<file path="src/rtl/stdp_updater.sv">
module stdp_updater #(
  parameter int N_PRE  = 8,
  parameter int N_POST = 4,
  parameter int W_BITS = 8,
  parameter int HIST   = 16,
  localparam int HALF  = HIST / 2,
  localparam int PW    = (N_PRE > 1) ? $clog2(N_PRE) : 1,
  localparam int NW    = (N_POST > 1) ? $clog2(N_POST) : 1,
  localparam int FW    = $clog2(HIST + 1)
) (
  input  logic              clk,
  input  logic              rst_n,
  input  logic              step,
  input  logic [N_PRE-1:0]  pre_spikes,
  input  logic              post_valid,
  input  logic [N_POST-1:0] post_spikes,
  input  logic [W_BITS-1:0] ltp_step,
  input  logic [W_BITS-1:0] ltd_step,
  input  logic              wr_en,
  input  logic [PW-1:0]     wr_pre,
  input  logic [NW-1:0]     wr_post,
  input  logic [W_BITS-1:0] wr_data,
  input  logic [PW-1:0]     rd_pre,
  input  logic [NW-1:0]     rd_post,
  output logic [W_BITS-1:0] rd_data,
  output logic              busy
);
  localparam logic [W_BITS-1:0] WMAX = '1;

  logic [N_PRE-1:0]  hist [HIST];
  logic [FW-1:0]     fill;
  logic [N_PRE-1:0]  bef_v, aft_v, mask, bef_q, pick;
  logic [N_POST-1:0] post_q;
  logic [W_BITS-1:0] wmem [N_PRE][N_POST];
  logic [PW-1:0]     sel;
  logic              start;

  function automatic logic [W_BITS-1:0] sat_inc(input logic [W_BITS-1:0] a, input logic [W_BITS-1:0] b);
    logic [W_BITS:0] s;
    s = {1'b0, a} + {1'b0, b};
    return s[W_BITS] ? WMAX : s[W_BITS-1:0];
  endfunction

  function automatic logic [W_BITS-1:0] sat_dec(input logic [W_BITS-1:0] a, input logic [W_BITS-1:0] b);
    return (a < b) ? '0 : a - b;
  endfunction

  always_comb begin
    bef_v = '0;
    aft_v = '0;
    for (int k = 0; k < HIST; k++)
      if (k < HALF) aft_v |= hist[k];
      else          bef_v |= hist[k];
  end

  assign busy    = |mask;
  assign start   = post_valid && !busy && (fill == FW'(HIST)) && |post_spikes;
  assign pick    = mask & (~mask + N_PRE'(1));
  assign rd_data = wmem[rd_pre][rd_post];

  always_comb begin
    sel = '0;
    for (int i = 0; i < N_PRE; i++)
      if (pick[i]) sel = PW'(i);
  end

  always_ff @(posedge clk) begin
    if (!rst_n) begin
      fill <= '0;
      for (int k = 0; k < HIST; k++) hist[k] <= '0;
    end else if (step) begin
      hist[0] <= pre_spikes;
      for (int k = 1; k < HIST; k++) hist[k] <= hist[k-1];
      if (fill != FW'(HIST)) fill <= fill + FW'(1);
    end
  end

  always_ff @(posedge clk) begin
    if (!rst_n) begin
      mask   <= '0;
      bef_q  <= '0;
      post_q <= '0;
    end else if (start) begin
      mask   <= bef_v | aft_v;
      bef_q  <= bef_v;
      post_q <= post_spikes;
    end else if (busy) begin
      mask   <= mask & ~pick;
    end
  end

  always_ff @(posedge clk) begin
    if (!rst_n) begin
      for (int i = 0; i < N_PRE; i++)
        for (int j = 0; j < N_POST; j++) wmem[i][j] <= '0;
    end else if (busy) begin
      for (int j = 0; j < N_POST; j++)
        if (post_q[j])
          wmem[sel][j] <= bef_q[sel] ? sat_inc(wmem[sel][j], ltp_step)
                                     : sat_dec(wmem[sel][j], ltd_step);
    end else if (wr_en) begin
      wmem[wr_pre][wr_post] <= wr_data;
    end
  end
endmodule

</file>
<file path="config.mk">
export PLATFORM = sky130hd
export DESIGN_NAME = stdp_updater
export DESIGN_NICKNAME = d
export VERILOG_FILES = /design/src/rtl/stdp_updater.sv
export SDC_FILE = /design/constraint.sdc
export NUM_CORES = 1
export LEC_CHECK = 0
export BUFFER_PORTS_ARGS = -buffer_cell sky130_fd_sc_hd__buf_4
export CAP_MARGIN = 15
export CORE_MARGIN = 1.5
export CORE_UTILIZATION = 40
export CTS_CLUSTER_DIAMETER = 40
export DETAILED_ROUTE_END_ITERATION = 16
export PLACE_DENSITY = 0.59
export SYNTH_ARGS = -nofsm -noshare
export SYNTH_HDL_FRONTEND = slang
export SYNTH_SLANG_ARGS = --single-unit
</file>
<file path="constraint.sdc">
create_clock -name clk -period 5.2 [get_ports clk]
set_input_delay 0.26 -clock clk [delete_from_list [all_inputs] [get_ports clk]]
set_output_delay 0.26 -clock clk [all_outputs]
set_load 0.01 [all_outputs]
</file>
==> results.toml, run 1 <==
[logic_synthesis]
yosysSeqAreaShare = 0.530
synth_edf_count = 384
synthesis.area_mm2 = 0.0227
synth.largest_area_cell = "edfxtp_1"
fraction_of_synthesized_cell_area_taken_by_the_top_area_cell_type = 0.508
synth_async_sr_flop_share = 0
syn_inst = 1793
synth-warning-count = 0
netlist-cell-type-count = 89
post_synthesis_average_cell_area_um2 = 12.7
synth.ff_latch_count = 409
netlist_top_cells_area = "edfxtp_1 (51%), mux4_2 (14%), nor2_1 (5.0%)"
synthesis.nets = 1914
dominantRegCellSynth = "edfxtp_1"

[hold_path]
hold_class = "in2reg"
hold_start = "wr_data[5]"
hold-path-cell-count = 3
timing.hold.worst_endpoint = "wmem[2][13]"

[global_routing]
antenna_found_initial = 3
met2_usage = 0.356
grt.overflow.total = 0
grt_pass1_wl_um = 97100
grt-busiest-layer = "met2"
met3_usage = 0.0424
grt_use_total = 0.225
met1_usage = 0.316
grt_max_degree = 86
first_global_vias = 15600

[setup_path]
critPathKind = "reg2reg"
worstSetupStartpoint = "mask[3]"
worst_r2r_endpoint = "wmem[7][0]"
critPathArrivalTime_ns = 5.22
critical_path_required_ns = 5.54
worst_r2r_startpoint = "mask[3]"
worst_setup_path_end_kind = "flip-flop"
worst_r2r_path_depth = 17
critical_path_peak_fanout = 14
crit_path_launch_type = "flip-flop"
setup.reg_to_reg.worst_slack_ns = 0.32

[power]
p_total_uw = 9020
combPwrFrac = 0.108
power.share.switching = 0.247
sequentialPowerShare = 0.424
power_per_cell_area_mw_per_mm2 = 339
design_internal_power_uw = 6790
max-vdd-ir-drop_mv = 0.243
clockPowerShare = 0.468
net_load_switching_power_uw = 2230
leakagePower_uw = 0.00987

[die]
initial_core_utilization = 0.403
floorplan.die.height_um = 241
pin_count = 60
placementRows = 87
fp.coreArea_mm2 = 0.0563
die_width_um = 241
fp.dieArea_mm2 = 0.0582

[routing]
total_iterations_of_the_first_detailed_routing_run = 5
drc_errors = 0
wl_per_cell_um = 23.8
routed_wirelength_um = 64700
vias_per_inst = 5.84
drt.antenna.violating_nets = 0
detailroute.via_count = 15800
drt_iter0_markers = 1425

[placed_design]
detailedPlacementHpwl_um = 44500
gp_congestion = 0.945
port-buffer-count = 59

[sta]
setup-violations-final = 0
min_period_over_period = 0.939
grt_setup_unrepaired = "false"
timing_hold_violations_final = 0
final_period_minus_worst_setup_slack_ns = 4.88
maxClockFrequency_ghz = 0.205
fin_worst_skew_ns = 0.0222
worstMarginPinSlew_ns = 0.973
finalMaxSlewViolations = 0
setup-tns-final_ns = 0
slew_headroom = 0.351

[finish]
syn_to_final_growth_pct = 17.3
number_of_inserted_diodes = 0
finalNetCount = 2025
layout-drive-gt1-share = 0.236

[run_status]
outcome = "finished clean"

[clock_tree]
ctsRootBufferMaster = "clkbuf_16"
cts_made_buffers = 61
clock_insertion_delay_at_the_later_pin_of_the_skew_report_ns = 0.61
clkSlewWorstSetupHoldPaths_ns = 0.06
tritoncts_num_sinks = 409
htree_num_levels = 2
ctsLongestPathBuffers = 3
cts_tree = "built"

[job]
max_cap_violation_count = 0
## worst max path at each step
stage | slack [ns] | endpoint | depth (start not counted)
CTS | 0.12 | wmem[0][25] | 19
global route | 0.02 | wmem[3][17] | 20
global placement | 0.30 | wmem[4][20] | 18
detailed placement | 0.17 | wmem[0][25] | 19
floorplan | 0.43 | wmem[0][21] | 18
finish | 0.32 | wmem[7][0] | 17
## critical path: stages (launching register included)
cell	delay (ns)
dfxtp_1	0.50
nor2_1	0.17
a211o_2	0.42
nand2_8	0.16
buf_12	0.20
mux4_2	0.51
mux2_2	0.31
ha_1	0.32
nor2b_1	0.14
o21ai_0	0.20
a21boi_0	0.18
o31ai_1	0.28
a21oi_1	0.19
buf_4	0.19
o21ai_0	0.18
o211ai_1	0.14
o21ai_1	0.42
nor2_1	0.10
## cell usage in the layout (no fill, tap or decap), types with 7 or more instances in the layout
cell,synthesis,final
a21boi_0,8,8
a21o_1,18,18
a21oi_1,66,63
a311oi_1,7,7
and2_1,55,54
and3_1,86,86
buf_12,0,8
buf_4,4,114
bufinv_16,0,8
clkbuf_1,56,7
clkbuf_16,0,62
clkinv_2,0,10
dfxtp_1,25,25
dlygate4sd3_1,0,12
edfxtp_1,384,384
fa_1,8,8
ha_1,62,62
inv_1,41,41
inv_6,0,14
mux2_2,39,39
mux2i_1,14,14
mux4_2,138,138
nand2_1,110,110
nand2b_1,8,7
nand3_1,11,11
nor2_1,303,303
nor2_2,7,7
nor2b_1,34,34
nor3_1,14,14
nor4_1,33,32
o21a_1,9,9
o21ai_0,65,63
o21ai_1,7,7
or3_1,8,8
xnor2_1,23,23
xor2_1,15,15
## cell usage after synthesis, types with 33 or more instances
master	instances
a21oi_1	66
and2_1	55
and3_1	86
clkbuf_1	56
edfxtp_1	384
ha_1	62
inv_1	41
mux2_2	39
mux4_2	138
nand2_1	110
nor2_1	303
nor2b_1	34
nor4_1	33
o21ai_0	65
## cell type report
type | instances | area, µm²
inverters | 43 | 161
clock buffers | 71 | 1610
flip-flops and latches | 409 | 12000
well taps | 756 | 946
repair buffers | 134 | 1140
multi-input cells | 1255 | 10200
clock inverters | 44 | 517
fillers | 4991 | 29700
## registers in the layout, indices dropped and copies added, names as in the netlist
signal  flops
bef_q       8
fill        5
hist      128
mask        8
post_q      4
wmem      256
## timing repair
| item | CTS | global route |
|---|---|---|
| setup buffers | 0 | 13 |
| hold buffers | 12 | 0 |
| gates resized for setup | 0 | 15 |
| endpoints found under the hold margin | 12 | 0 |
| setup endpoints to repair | 0 | 180 |
## metal layers
metal,wire [µm],up-vias,part of all wire
li1,-,7099,-
met1,28000,8021,0.43
met2,30200,596,0.47
met3,4740,112,0.073
met4,1710,4,0.026
met5,23,-,0.00036
## stage by stage
step	cell area (µm²)	std cells	hold WS, ns	setup WS, ns	utilization
floorplan	22700	1793	0.407	0.426	-
global placement	24200	2572	0.473	0.304	0.430
detailed placement	24200	2572	0.482	0.168	0.430
CTS	26400	2699	0.103	0.121	0.470
global route	26600	2712	0.134	0.0202	0.473
finish	26600	2712	0.135	0.316	0.473
## logic make-up (layout without fill, tap and decap cells)
group / Yosys count / in the layout / share of synthesized area
and+or+nand+nor: 704 / 704 / 0.153
DFF: 409 / 409 / 0.530
adders and majority gates: 70 / 70 / 0.0412
buffers and inverters: 129 / 292 / 0.0238
xor gates and xnor gates: 38 / 38 / 0.0147
AOI/OAI and AO/OA: 251 / 251 / 0.0744
muxes: 192 / 192 / 0.163
## power by group through the flow
stage | Combinational [µW] | Sequential (µW) | Clock, µW
final | 972 | 3830 | 4220
after global routing | 1050 | 3840 | 4410
after CTS | 951 | 3820 | 4280
after detailed placement | 939 | 3890 | 0
after global placement | 927 | 3880 | 0
after floorplan | 628 | 3860 | 0
(Power assumes the default switching activity.)
==> run 2: changes to the inputs <==
==> constraint.sdc (replaced) <==
create_clock -name clk -period 5 [get_ports clk]
set_input_delay 0.25 -clock clk [delete_from_list [all_inputs] [get_ports clk]]
set_output_delay 0.25 -clock clk [all_outputs]
set_load 0.01 [all_outputs]
==> run 2 against run 1 <==
Sequential power grew 4%. Register-to-register slack worse by 0.05 ns. First-iteration DRC count is 8.6% higher. Clock power grew 7.1%. Wire length fell by 0.33%. Largest cell class unchanged.
==> results.toml, run 2 (synthesized netlist as in run 1, its figures left out) <==
[clock_tree]
cts_tree = "built"
cts_made_buffers = 66
ctsRootBufferMaster = "clkbuf_16"
tritoncts_num_sinks = 409
clock_insertion_delay_at_the_later_pin_of_the_skew_report_ns = 0.58
htree_num_levels = 3
ctsLongestPathBuffers = 3
clkSlewWorstSetupHoldPaths_ns = 0.06

[die]
floorplan.die.height_um = 241
fp.dieArea_mm2 = 0.0582
fp.coreArea_mm2 = 0.0563
initial_core_utilization = 0.403
placementRows = 87
die_width_um = 241
pin_count = 60

[finish]
layout.area.seq_mm2 = 0.0120
number_of_inserted_diodes = 0
multi_input_area_mm2 = 0.0102
layout-drive-gt1-share = 0.240
final_cell_count_no_fill = 2720
finalNetCount = 2034
max_reg_flops = 256
reg_top3 = "wmem: 256 flops, hist: 128 flops"
layout.cells.most_common_list = "edfxtp_1 (384), nor2_1 (303), mux4_2 (138), buf_4 (117), nand2_1 (110)"
fillCellCount = 5007
most_common_cell_after_layout_fill_and_taps_aside = "edfxtp_1"
final_instance_area_mm2 = 0.0267
registers.top_by_ff_count = "wmem"
syn_to_final_growth_pct = 17.7

[setup_path]
critPathArrivalTime_ns = 5.05
timing.critical_path.slowest_stage_cell = "mux4_2"
critical_path_required_ns = 5.31
critPathKind = "reg2reg"
worstSetupStartpoint = "mask[2]"
crit_chain = "nor2b_2 -> a211o_2 -> nand2_4 -> buf_6 -> mux4_2 -> mux2_2 -> fa_1 -> a21o_1 -> a21oi_1 -> o21a_1 -> o21ai_0 -> a21oi_1 -> nor4_1 -> a221o_1 -> nor3b_4 -> buf_4 -> nor2_1"
worst_r2r_endpoint = "wmem[2][21]"
worst_r2r_path_depth = 17
critical_path_peak_fanout = 9
cpPeakStageDelay_ns = 0.51
worst_setup_path_end_kind = "flip-flop"
critPathMostFrequentCell = "a21oi_1"
crit_path_launch_type = "flip-flop"
setup.reg_to_reg.worst_slack_ns = 0.26
worst_r2r_startpoint = "mask[2]"

[hold_path]
hold-path-cell-count = 4
hold_class = "in2reg"
hold_start = "post_valid"
timing.hold.worst_endpoint = "mask[0]"

[sta]
finalMaxSlewViolations = 0
final_period_minus_worst_setup_slack_ns = 4.74
fin_worst_skew_ns = 0.0185
setup-tns-final_ns = 0
slew_headroom = 0.265
timing_hold_violations_final = 0
maxClockFrequency_ghz = 0.211
worstMarginPinSlew_ns = 1.10
min_period_over_period = 0.948
final.setup.worst_slack_ns = 0.262
setup-violations-final = 0

[power]
power_per_cell_area_mw_per_mm2 = 356
max-vdd-ir-drop_mv = 0.231
leakagePower_uw = 0.00990

[routing]
drt_iter0_markers = 1547
drt.antenna.violating_nets = 0
detailroute.via_count = 15800
wl_per_cell_um = 23.7
total_iterations_of_the_first_detailed_routing_run = 5
routed_wirelength_um = 64400
drc_errors = 0
vias_per_inst = 5.80

[placed_design]
detailedPlace.worstSlack_ns = 0.0946
gp_congestion = 0.968
port-buffer-count = 59
placedInstanceArea_mm2 = 0.0243
detailedPlacementHpwl_um = 44100
post-place-cells = 2585

[job]
max_cap_violation_count = 0

[global_routing]
grt_max_degree = 112
first_global_vias = 15600
grt.overflow.total = 0
grt_pass1_wl_um = 96300
antenna_found_initial = 5
grt_use_total = 0.226

[run_status]
outcome = "finished clean"
[run 2: changes by cell type in the layout (fill, tap and decap cells not counted), sizes merged]
cell | previous run | this run
dlygate4sd3 | 12 | 13
clkbuf | 71 | 76
buf | 122 | 125
clkinv | 17 | 22
inv | 57 | 50
clkinvlp | 5 | 7
bufinv | 8 | 7
[run 2: area by class of cell]
class | count | share of cell area
Clock inverter | 43 | 0.0165
Inverter | 43 | 0.00604
Tap cell | 756 | 0.0354
Sequential cell | 409 | 0.450
Multi-Input combinational cell | 1255 | 0.383
Timing Repair Buffer | 138 | 0.0434
Clock buffer | 76 | 0.0656
[run 2: timing repair]
action                     4_1_cts  5_1_grt
buffers inserted                 0        3
setup endpoints to repair        0      214
gates resized for setup          0       26
hold buffers                    13        0
hold endpoints to repair        14        0
[run 2: stage by stage]
stage	util	hold slack [ns]	power [µW]
floorplan	-	0.397	4670
global placement	0.431	0.474	5010
detailed placement	0.431	0.490	5020
CTS	0.473	0.110	9570
global route	0.475	0.125	9840
finish	0.475	0.141	9510
[run 2: power by group]
part | leakage, µW | total (µW) | switching, µW | internal (µW)
Combinational | 0.00458 | 1010 | 596 | 415
Sequential | 0.00426 | 3980 | 78.1 | 3900
Clock | 0.00106 | 4520 | 1630 | 2890
[run 2: critical path, delay by kind of cell, from the launching register on]
family,cells,cell delay (ns)
fa+ha+maj,1,0.41
compound gates,7,1.64
buf+inv,2,0.38
mux,2,0.85
flops,1,0.39
simple gates,5,0.79
[run 2: how the worst max path moves through the flow]
stage	endpoint	slack, ns	depth (start not counted)
after floorplan	wmem[0][21]	0.23	18
after global placement	wmem[5][21]	0.21	17
after detailed placement	wmem[6][21]	0.09	16
after CTS	wmem[6][21]	0.04	16
after global routing	wmem[7][21]	-0.01	17
final	wmem[2][21]	0.26	17
[run 2: per-layer routing]
| layer | share of wire | vias up | GRT usage |
|---|---|---|---|
| li1 | - | 7111 | - |
| met3 | 0.095 | 136 | 0.0660 |
| met5 | 0.00076 | - | 0 |
| met2 | 0.45 | 660 | 0.343 |
| met1 | 0.42 | 7860 | 0.305 |
| met4 | 0.034 | 8 | 0.0883 |
